`config.mk`:
```
export PLATFORM = sky130hd
export DESIGN_NAME = insn_decoder
export DESIGN_NICKNAME = d
export VERILOG_FILES = /design/src/rtl/insn_dec_pkg.sv /design/src/rtl/insn_opcode_dec.sv /design/src/rtl/insn_len_fsm.sv /design/src/rtl/insn_decoder.sv
export SDC_FILE = /design/constraint.sdc
export NUM_CORES = 1
export LEC_CHECK = 0
export ABC_AREA = 1
export BUFFER_PORTS_ARGS = -buffer_cell sky130_fd_sc_hd__buf_2
export CAP_MARGIN = 30
export CORE_ASPECT_RATIO = 2
export CORE_MARGIN = 2
export CORE_UTILIZATION = 61
export DETAILED_ROUTE_END_ITERATION = 10
export PLACE_DENSITY = 0.85
export SKIP_LAST_GASP = 1
export SLEW_MARGIN = 20
export SYNTH_ARGS = -nofsm -noshare
export SYNTH_HDL_FRONTEND = slang
export SYNTH_SLANG_ARGS = --single-unit
```
`constraint.sdc`:
```
create_clock -name clk -period 2.65 [get_ports clk]
set_input_delay 0 -clock clk [delete_from_list [all_inputs] [get_ports clk]]
set_output_delay 0 -clock clk [all_outputs]
set_load 0.05 [all_outputs]
```
`src/rtl/insn_dec_pkg.sv`:
```
package insn_dec_pkg;
  localparam int BYTE_W = 8;
  localparam int WORD_W = 2 * BYTE_W;
  localparam int CLS_W  = 3;
  localparam int REG_W  = 2;
  localparam int MODE_W = 3;
  localparam int OP_W   = 5;

  typedef enum logic [OP_W-1:0] {
    OP_ILL    = 5'd0,
    OP_MOV_LD = 5'd1,
    OP_ADD    = 5'd2,
    OP_SUB    = 5'd3,
    OP_CMP    = 5'd4,
    OP_AND    = 5'd5,
    OP_MOV_RR = 5'd6,
    OP_MOV_ST = 5'd7,
    OP_NOT    = 5'd8,
    OP_BRK    = 5'd9,
    OP_IRET   = 5'd10,
    OP_HALT   = 5'd11,
    OP_GET    = 5'd12,
    OP_PUT    = 5'd13,
    OP_JE     = 5'd14,
    OP_JNE    = 5'd15,
    OP_JB     = 5'd16,
    OP_JBE    = 5'd17,
    OP_JA     = 5'd18,
    OP_JAE    = 5'd19,
    OP_JMP    = 5'd20
  } op_e;

  typedef struct packed {
    op_e               op;
    logic [REG_W-1:0]  dst;
    logic [MODE_W-1:0] mode;
    logic              illegal;
    logic              needs_ext;
  } dec_t;

  // Operand modes 5, 6 and 7 carry a trailing 16-bit word
  function automatic logic mode_has_word(input logic [MODE_W-1:0] m);
    return m >= 3'd5;
  endfunction
endpackage

```
`src/rtl/insn_opcode_dec.sv`:
```
module insn_opcode_dec
  import insn_dec_pkg::*;
(
  input  logic [BYTE_W-1:0] opc,
  output dec_t              dec
);
  logic [CLS_W-1:0]  cls;
  logic [REG_W-1:0]  grp;
  logic [MODE_W-1:0] sub;

  assign cls = opc[BYTE_W-1 -: CLS_W];
  assign grp = opc[MODE_W +: REG_W];
  assign sub = opc[MODE_W-1:0];

  always_comb begin
    dec         = '0;
    dec.op      = OP_ILL;
    if (cls != '0) begin
      dec.op        = op_e'({2'b00, cls});
      dec.dst       = grp;
      dec.mode      = sub;
      dec.needs_ext = mode_has_word(sub);
    end else begin
      unique case (grp)
        2'b00: begin
          if (sub >= 3'd3) dec.op = op_e'(OP_W'(OP_BRK) + OP_W'(sub - 3'd3));
          else             dec.illegal = 1'b1;
        end
        2'b01: begin
          dec.needs_ext = 1'b1;
          if (sub != 3'd7) dec.op = op_e'(OP_W'(OP_JE) + OP_W'(sub));
          else             dec.illegal = 1'b1;
        end
        2'b10: begin
          dec.op        = OP_NOT;
          dec.mode      = sub;
          dec.needs_ext = mode_has_word(sub);
        end
        default: dec.illegal = 1'b1;
      endcase
    end
  end
endmodule

```
`src/rtl/insn_len_fsm.sv`:
```
module insn_len_fsm
  import insn_dec_pkg::*;
(
  input  logic              clk,
  input  logic              rst,
  input  logic              fire,
  input  logic [BYTE_W-1:0] in_byte,
  input  dec_t              dec,
  output logic              out_valid,
  output op_e               out_op,
  output logic [REG_W-1:0]  out_dst,
  output logic [MODE_W-1:0] out_mode,
  output logic              out_ill,
  output logic [WORD_W-1:0] out_ext
);
  typedef enum logic [1:0] {S_OPC, S_LO, S_HI} st_e;

  st_e               state;
  op_e               held_op;
  logic [REG_W-1:0]  held_dst;
  logic [MODE_W-1:0] held_mode;
  logic              held_ill;
  logic [BYTE_W-1:0] lo_q;

  always_ff @(posedge clk) begin
    if (rst) begin
      state     <= S_OPC;
      out_valid <= 1'b0;
      out_op    <= OP_ILL;
      out_dst   <= '0;
      out_mode  <= '0;
      out_ill   <= 1'b0;
      out_ext   <= '0;
      held_op   <= OP_ILL;
      held_dst  <= '0;
      held_mode <= '0;
      held_ill  <= 1'b0;
      lo_q      <= '0;
    end else begin
      out_valid <= 1'b0;
      if (fire) begin
        unique case (state)
          S_OPC: begin
            if (dec.needs_ext) begin
              held_op   <= dec.op;
              held_dst  <= dec.dst;
              held_mode <= dec.mode;
              held_ill  <= dec.illegal;
              state     <= S_LO;
            end else begin
              out_valid <= 1'b1;
              out_op    <= dec.op;
              out_dst   <= dec.dst;
              out_mode  <= dec.mode;
              out_ill   <= dec.illegal;
              out_ext   <= '0;
            end
          end
          S_LO: begin
            lo_q  <= in_byte;
            state <= S_HI;
          end
          S_HI: begin
            out_valid <= 1'b1;
            out_op    <= held_op;
            out_dst   <= held_dst;
            out_mode  <= held_mode;
            out_ill   <= held_ill;
            out_ext   <= {in_byte, lo_q};
            state     <= S_OPC;
          end
          default: state <= S_OPC;
        endcase
      end
    end
  end


  pulse_after_fire_chk: assert property (@(posedge clk) disable iff (rst)
    out_valid |-> $past(fire));


  idle_holds_state_chk: assert property (@(posedge clk) disable iff (rst)
    !fire |=> $stable(state));


  record_hold_chk: assert property (@(posedge clk) disable iff (rst)
    !out_valid |-> ($stable(out_op) && $stable(out_dst) && $stable(out_mode)
                    && $stable(out_ill) && $stable(out_ext)));
endmodule

```
`src/rtl/insn_decoder.sv`:
```
module insn_decoder
  import insn_dec_pkg::*;
(
  input  logic              clk,
  input  logic              rst,
  input  logic              in_valid,
  output logic              in_ready,
  input  logic [BYTE_W-1:0] in_byte,
  output logic              out_valid,
  output logic [OP_W-1:0]   out_op,
  output logic [REG_W-1:0]  out_dst,
  output logic [MODE_W-1:0] out_mode,
  output logic [WORD_W-1:0] out_ext,
  output logic              out_illegal
);
  dec_t dec_w;
  op_e  op_w;
  logic fire;

  assign in_ready = !rst;
  assign fire     = in_valid && in_ready;

  insn_opcode_dec u_dec (
    .opc (in_byte),
    .dec (dec_w)
  );

  insn_len_fsm u_fsm (
    .clk       (clk),
    .rst       (rst),
    .fire      (fire),
    .in_byte   (in_byte),
    .dec       (dec_w),
    .out_valid (out_valid),
    .out_op    (op_w),
    .out_dst   (out_dst),
    .out_mode  (out_mode),
    .out_ill   (out_illegal),
    .out_ext   (out_ext)
  );

  assign out_op = op_w;


  illegal_record_chk: assert property (@(posedge clk) disable iff (rst)
    (out_valid && out_illegal) |-> (out_op == '0 && out_dst == '0 && out_mode == '0));
endmodule

```
; Yosys cells after proc, flatten, opt, wreduce, memory -nomap -nowiden
; Index checks and enable logic that the tools add are counted.
[op_classes]
add_sub_neg = 3
n_lt_le_gt_ge = 2
n_eq_ne = 7
n_mux = 27
n_bitwise = 1
n_reduce_logical = 11
[ops]
columns = operator, count
row1 = $pmux W16 S2, 1
row2 = $mux W5, 4
row3 = $mux W16, 1
row4 = $pmux W5 S3, 1
row5 = $pmux W5 S2, 1
row6 = $mux W3, 3
row7 = $pmux W2 S2, 2
row8 = $mux W1, 6
row9 = $mux W2, 3
row10 = $pmux W1 S2, 3
row11 = $pmux W3 S2, 1
row12 = $reduce_and A3 Y1, 2
row13 = $add A4 B3 Y5 const A, 1
row14 = $add A4 B5 Y5 const A, 1
row15 = $eq A2 B1 Y1 const B, 2
row16 = $eq A2 B2 Y1 const B, 2
row17 = $logic_not A2 Y1, 2
row18 = $ne A2 B2 Y1 const B, 2
row19 = $reduce_and A2 Y1, 2
row20 = $sub A3 B2 Y4 const B, 1
row21 = $ge A3 B2 Y1 const B, 1
row22 = $ge A3 B3 Y1 const B, 1
row23 = $ne A3 B3 Y1 const B, 1
row24 = $pmux W1 S3, 1
row25 = 6 further kinds, 6
[totals]
register_bits = 49
in_bits = 11
out_inout_bits = 29
word_cells = 63

; Depth between registers and ports, before layout
; Gate-level depths: netlist of run 1.
[logic_depth]
word_depth = 7
mapped_depth = 13
mapped_depth_nobuf = 12

; Cells and area by module
; Synthesis of run 1 repeated with hierarchy kept, for this count alone.
[hier_totals]
cells_unflattened = 441
area_unflattened_um2 = 2697.6
[by_module_without_submodules]
columns = mod, n_inst, cells_per_inst, area_each_um2, seq_area_each_um2
row1 = insn_len_fsm, 1, 361, 2227.1, 980.9
row2 = insn_opcode_dec, 1, 77, 456.7, 0.0
row3 = insn_decoder, 1, 3, 13.8, 0.0

; Least setup slack after synthesis of run 1
; OpenSTA, ideal clock, no wires.
[synth_path]
kind = register to register
startpoint = register u_fsm.state[0]
endpoint = register u_fsm.held_mode[0]
arrival_ns = 1.156
required_ns = 2.536
setup_slack_ns = 1.380
path_stages_with_launch = 6
period_less_slack_ns = 1.270
cell_sequence = dfxtp_1 nor3_2 nand3_1 buf_2 a21oi_1 nor2_1
[synth_via]
elab_chain_cells = 2
[synth_rtl]
columns = element, line
row1 = start: declaration, insn_len_fsm.sv:18  ; st_e state;
row2 = start signal: assignment, insn_len_fsm.sv:27  ; state <= S_OPC;
row3 = start signal: assignment, insn_len_fsm.sv:49  ; state <= S_LO;
row4 = start signal: assignment, insn_len_fsm.sv:61  ; state <= S_HI;
row5 = $logic_not A2 Y1, insn_len_fsm.sv:42  ; unique case (state)
row6 = $reduce_and A3 Y1 (no source line), --
row7 = end signal: assignment, insn_len_fsm.sv:47  ; held_mode <= dec.mode;
row8 = end: declaration, insn_len_fsm.sv:21  ; logic [MODE_W-1:0] held_mode;
; No other way between the ends.
; A chain may end at the register's enable or synchronous reset.

; Worst setup path in the final report of run 1
[layout_path]
startpoint = input in_byte[7]
endpoint = register u_fsm.held_op[4]
[layout_via]
elab_chain_cells = 3
elab_cells_between_ends = 4
cone_classes = mux: 2 / reduce/logical: 2
[layout_rtl]
columns = element, line
row1 = start: declaration, insn_decoder.sv:8  ; input logic [BYTE_W-1:0] in_byte,
row2 = $reduce_bool A3 Y1 (*), insn_opcode_dec.sv:18  ; if (cls != '0) begin
row3 = $mux W1, insn_opcode_dec.sv:18
row4 = $reduce_and A3 Y1 (no source line), --
row5 = end signal: assignment, insn_len_fsm.sv:45  ; held_op <= dec.op;
row6 = end: declaration, insn_len_fsm.sv:19  ; op_e held_op;
; Mark *: on every way between the ends. The rest lies on a longest branch, timed or not.

==> summary.txt, run 1 <==
Drt
  • Drt drc: 0
  • Iter 0 DRT Violations: between 50 and 60
  • First-pass detailed-route iteration total: 4
  • Routed vias: 2525
  • Routed WL: just over 6 mm
  • Via/cell ratio: 5.14
  • Wire length per cell: 12.4 µm
  • ANT nets after route: 0

CTS
  • Setup repair bufs after CTS: 0
  • CTS resizes: 0
  • Clock root cell: clkbuf_8
  • Hold buffers post-CTS: 1
  • H-tree levels: 2
  • CTS Sinks: 49
  • CTS Buf Count: 5
  • Clock slew at reported path FFs: 0.09 ns
  • Clk buf depth: 2
  • Clk_lat worst skew: 0.31 ns
  • TritonCTS clock tree: built

STA
  • Clk_skew: 0.00980 ns
  • Worst-margin pin slew: 0.724 ns
  • Final WS setup: between 0.8 and 0.9 ns
  • Endpoints failing setup: 0
  • Final Cycle Share: 68.9%
  • Setup TNS: 0 ns
  • Min cycle time layout: 1.82 ns
  • RSZ-0062 raised after global routing: no
  • Final max-slew violation count: 0
  • Fmax: 548 MHz
  • Max_slew headroom: 51.6%
  • Hold Violations, Final: 0

Flow run
  • Max Cap Viol: 0

Global route
  • Grt ovf: 0
  • Initial antenna violation count: 0
  • First-pass GRT wire length: 9.99 mm
  • Number of global-route vias before repair: 2311
  • Largest net degree at the start of global routing: 50
  • GRT Overall Usage: a little over a quarter

Power and ir drop
  • PwrDens: 558 mW/mm²
  • Worst IR drop on VDD: 0.000478 V
  • Pleak: 1.57 nW

Synth
  • Main synth FF type: dfxtp_1
  • Synth Area in Compound Gates: 7.65%
  • EDFF count, synth: 0
  • Netlist cell types: 24
  • Mux share of post-synthesis cell area: 0%
  • Sequential area share after synthesis: a little under two fifths
  • Adder-cell share of the synthesized area: just over 5%
  • Post-synthesis simple-gate area fraction: about 37%
  • Asr flop ratio synth: 0%
  • YS warnings: 0
  • Main combinational cell family by area after synthesis: simple AND/OR/NAND/NOR gates
  • Synth Register Bits: 49
  • Syn Inst Count: 406
  • Avg Synthesized Cell Area: 6.53 µm²
  • Cell area after synthesis: about 0.0027 mm²
  • XOR/XNOR Fraction of Synth Area: 0%
  • Post-Syn Nets: between 400 and 500

Placement
  • Placed Instances: 482
  • Final RePlAce weighted congestion: 0.865
  • IO Port Bufs: 39
  • Post-DP HPWL: 4.34 mm
  • Pre-CTS WS: 0.690 ns

Floorplanning
  • Chip Width: between 50 and 60 µm
  • Initial core utilization: a little over 60%
  • Die Span Y: 97.2 µm
  • Num ports: 40
  • Row Count: 34
  • Die area: between 0.004 and 0.005 mm²
  • Core Region: 0.00425 mm²

Cells and area
  • Layout fillers: approximately 390
  • ANT cells: 0
  • Area Growth Syn to Fin: 9.25%
  • Non-Filler Instances: 491
  • Layout net count: 458
  • Layout cell share with drive strength beyond 1: 14.0%

Critical path
  • Critical Path RT: 2.85 ns
  • Crit path buffers/inverters: 2
  • Critical Path, Cell by Cell: dlygate4sd3_1 -> buf_2 -> nor2_2 -> nand3_1 -> nand3b_2 -> nand3_1 -> a21oi_1 -> nor2_1
  • Startpoint Class: primary input
  • Worst EP arrival: 2.02 ns
  • Max incr delay on CP: about 0.54 ns
  • Critical path's top delay family: simple AND/OR/NAND/NOR gates
  • Setup CP Type: in -> reg
  • CP endpoint kind: flop
  • Crit Path Max Fanout: 21
  • Cell mode on critical path: nand3_1
  • Slowest cell on the critical path: nand3_1

Run status
  • Status: complete, no violations

Min path
  • Worst hold-check path type: in -> reg
sequential cells by signal (all words and copies together), names as in the netlist:
name	cells
u_fsm.lo_q	8
u_fsm.out_op	5
u_fsm.out_ill	1
u_fsm.held_ill	1
u_fsm.out_mode	3
u_fsm.held_dst	2
u_fsm.out_ext	16
u_fsm.state	2
u_fsm.held_mode	3
u_fsm.out_dst	2
u_fsm.out_valid	1
u_fsm.held_op	5
layout by cell type (no fill, tap or decap), drive strengths merged:
master and count:
nor3 1, nor2 74, clkbuf 6, dfxtp 49, clkinv 1, dlygate4sd3 1
nand3 31, nand2 119, nand4 3, a21oi 29, nand3b 4, o21ai 10
buf 42, ha 11, inv 56
power breakdown:
part | switching (mW) | leakage [nW] | total (mW) | internal [mW]
Clock | 0.254 | 0.0456 | 0.443 | 0.188
Combinational | 0.275 | 1.13 | 0.373 | 0.0979
Sequential | 0.0213 | 0.400 | 0.800 | 0.778
cell families after synthesis:
family / count (synthesis)
fa+ha+maj: 11
simple gates: 232
flops: 49
buf+inv: 75
compound gates: 39
routing by layer:
metal	vias to the layer above	wire, µm	GRT usage, %
li1	1295	-	-
met5	-	0	0
met4	0	359	19.8
met2	84	3030	43.4
met3	27	229	4.00
met1	1119	2490	29.3
Yosys cell counts (3+ instances only):
cell type / n / area share [%]
nand3b_1: 3 / 0.85
nand4_1: 3 / 0.71
clkbuf_1: 5 / 0.71
nor2_1: 70 / 9.9
dfxtp_1: 49 / 37
o21ai_0: 10 / 1.9
buf_2: 7 / 1.3
a21oi_1: 27 / 5.1
nand2_1: 116 / 16
nand3_1: 31 / 5.9
inv_1: 54 / 7.6
buf_4: 3 / 0.85
ha_1: 11 / 5.2
worst register-to-register path, delay by kind of cell, from the launching register on:
kind / cells / cell delay (ns)
and+or+nand+nor: 3 / 0.82
DFF: 1 / 0.39
AOI/OAI and AO/OA: 1 / 0.33
path summary, 6_finish.rpt:
path                                        from               end  slack (ns)  depth (start not counted)
worst max-delay path                  in_byte[7]  u_fsm.held_op[4]        0.83                          8
worst min-delay path                    in_valid    u_fsm.state[0]        0.02                          4
worst max register to register    u_fsm.state[0]  u_fsm.held_op[4]        1.01                          4
worst min register to register  u_fsm.out_dst[0]  u_fsm.out_dst[0]        0.48                          2
stage by stage:
stage | instance area, µm² | power [mW] | util (%) | hold slack [ns]
after floorplan | 2650 | 1.12 | - | 0.141
after global placement | 2800 | 1.18 | 65.8 | 0.307
after detailed placement | 2800 | 1.19 | 65.8 | 0.323
after CTS | 2900 | 1.62 | 68.1 | 0.0113
after global routing | 2900 | 1.69 | 68.1 | 0.0249
final | 2900 | 1.62 | 68.1 | 0.0156
cell type report:
type                    count  area [µm²]  area share, %
repair buffers             43         228           7.87
inverters                  55         206           7.13
flip-flops and latches     49         981           33.9
clock buffers               6        72.6           2.51
clock inverters             2        13.8          0.475
well taps                  54        67.6           2.33
multi-input cells         282        1330           45.8
Power figures use the tool's default switching activity.
==> run 2, diff against run 1 <==
CORE_UTILIZATION = 57   (was 61)
PLACE_DENSITY = 0.8   (was 0.85)
clock period = 1.9 ns   (was 2.65 ns; I/O delays follow)
==> run 2 against run 1 <==
- register-to-register slack got worse by 0.80 ns
- clock skew decreased by 0.0017 ns
- clock power increased by 97%
- first-iteration DRC count decreased by 8.6%
==> summary.txt, run 2 (synthesis results as in run 1) <==
Critical path
  • Crit path buffers/inverters: 1
  • R2r worst-path depth: 6
  • Critical path's top delay family: simple AND/OR/NAND/NOR gates
  • Crit Path Max Fanout: 17
  • Flop2flop setup slack: 0.21 ns
  • Cell mode on critical path: nand2_1
  • CP endpoint kind: flop
  • Worst reg2reg path startpoint: u_fsm.state[0]
  • Slowest cell on the critical path: nor3_4
  • Reg2reg end: u_fsm.held_dst[0]
  • Critical Path, Cell by Cell: nor3_4 -> nand3_1 -> buf_4 -> nand2_1 -> nand2_1 -> nor2_1
  • Setup CP Type: reg -> reg
  • Max incr delay on CP: between 0.4 and 0.5 ns
  • Startpoint Class: flop
  • Critical Path RT: about 2.1 ns
  • Worst EP arrival: between 1.5 and 2 ns

Drt
  • ANT nets after route: 0
  • Routed vias: 2444
  • Drt drc: 0
  • Via/cell ratio: 4.93
  • Wire length per cell: approximately 12 µm
  • Routed WL: 5.75 mm
  • First-pass detailed-route iteration total: 5
  • Iter 0 DRT Violations: 53

Global route
  • Grt ovf: 0
  • Largest net degree at the start of global routing: 50
  • GRT Overall Usage: 24.2%
  • Initial antenna violation count: 0
  • First-pass GRT wire length: approximately 9.8 mm
  • Number of global-route vias before repair: between 2000 and 2500

CTS
  • Clock root cell: clkbuf_8
  • Hold buffers post-CTS: 0
  • CTS Buf Count: 5
  • CTS Sinks: 49
  • Setup repair bufs after CTS: 0
  • Clk_lat worst skew: around 0.30 ns
  • H-tree levels: 2
  • Clock slew at reported path FFs: 0.09 ns
  • TritonCTS clock tree: built
  • CTS resizes: 0
  • Clk buf depth: 2

Placement
  • IO Port Bufs: 39
  • Post-DP HPWL: 4.15 mm
  • Placed Instances: ~490
  • Pre-CTS WS: 0.133 ns
  • Final RePlAce weighted congestion: 0.944

Power and ir drop
  • Worst IR drop on VDD: 0.000521 V
  • Pleak: 1.61 nW
  • PwrDens: 843 mW/mm²

Cells and area
  • Layout cell share with drive strength beyond 1: between 10% and 20%
  • Commonest non-fill, non-tap cell in the layout: nand2_1
  • Top Registers: u_fsm.out_ext (16), u_fsm.lo_q (8)
  • Register name with the most flops: u_fsm.out_ext
  • Most frequent cells in the layout: nand2_1, nor2_1, inv_1
  • Area Growth Syn to Fin: 12.1%
  • Max reg flops: 16
  • Non-Filler Instances: between 400 and 500
  • Layout net count: approximately 460
  • ANT cells: 0

Floorplanning
  • Row Count: 35
  • Num ports: 40
  • Die area: 0.00524 mm²
  • Core Region: 0.00455 mm²
  • Initial core utilization: 58.2%
  • Die Span Y: 100 µm
  • Chip Width: around 52 µm

STA
  • Fmax: between 500 and 600 MHz
  • Final Cycle Share: between 80% and 90%
  • Worst-margin pin slew: roughly 0.46 ns
  • Max_slew headroom: between 60% and 70%
  • Hold Violations, Final: 0
  • Clk_skew: 0.00810 ns
  • RSZ-0062 raised after global routing: no
  • Final max-slew violation count: 0
  • Setup TNS: 0 ns
  • Min cycle time layout: 1.69 ns
  • Final WS setup: 0.213 ns
  • Endpoints failing setup: 0

Run status
  • Status: complete, no violations

Min path
  • Cell depth of the worst min-delay path: 3
  • Min-delay src: in_byte[7]
  • Worst hold-check path type: in -> reg
  • Worst Hold Endpoint: u_fsm.lo_q[7]

Flow run
  • Max Cap Viol: 0
[run 2: per-stage QoR]
| step | utilization, % | instance area (µm²) | hold WS (ns) | total power, mW |
|---|---|---|---|---|
| 2_1_floorplan | - | 2650 | 0.141 | 1.56 |
| 3_3_place_gp | 62.3 | 2840 | 0.316 | 1.65 |
| 3_5_place_dp | 62.3 | 2840 | 0.335 | 1.66 |
| 4_1_cts | 65.2 | 2970 | 0.0152 | 2.51 |
| 5_1_grt | 65.2 | 2970 | 0.0320 | 2.61 |
| 6_report | 65.2 | 2970 | 0.0160 | 2.50 |
[run 2: routing by layer]
metal,global-route usage (%),up-vias,share of wire (%)
met2,43.1,55,53
met5,0,-,0
met4,8.68,0,1.7
li1,-,1302,-
met3,3.13,8,3.4
met1,28.5,1079,42
[run 2: tightest hold or removal path: cells and delay by family]
family          cells  cell delay (ns)
buf+inv             2             0.21
compound gates      1             0.07
[run 2: power by group]
| part | switching [mW] | internal (mW) |
|---|---|---|
| sequential | 0.0284 | 1.09 |
| clock | 0.349 | 0.523 |
| combinational | 0.378 | 0.142 |
| total | 0.755 | 1.75 |
[run 2: final cells by class]
| class | count | area (µm²) |
|---|---|---|
| Clock buffer | 5 | 68.8 |
| Clock inverter | 3 | 65.1 |
| Fill cell | 456 | 1580 |
| Inverter | 55 | 206 |
| Multi-Input combinational cell | 282 | 1330 |
| Sequential cell | 49 | 981 |
| Tap cell | 55 | 68.8 |
| Timing Repair Buffer | 47 | 255 |
[run 2: worst max path at each step]
stage / slack [ns] / start / cells after the start / to
CTS: 0.22 / u_fsm.state[0] / 6 / u_fsm.held_mode[0]
global route: 0.12 / u_fsm.state[0] / 6 / u_fsm.held_mode[1]
finish: 0.21 / u_fsm.state[0] / 6 / u_fsm.held_dst[0]
global placement: 0.16 / in_byte[4] / 11 / u_fsm.held_dst[0]
floorplan: 0.63 / u_fsm.state[0] / 5 / u_fsm.held_mode[0]
detailed placement: 0.13 / in_byte[4] / 11 / u_fsm.held_mode[0]
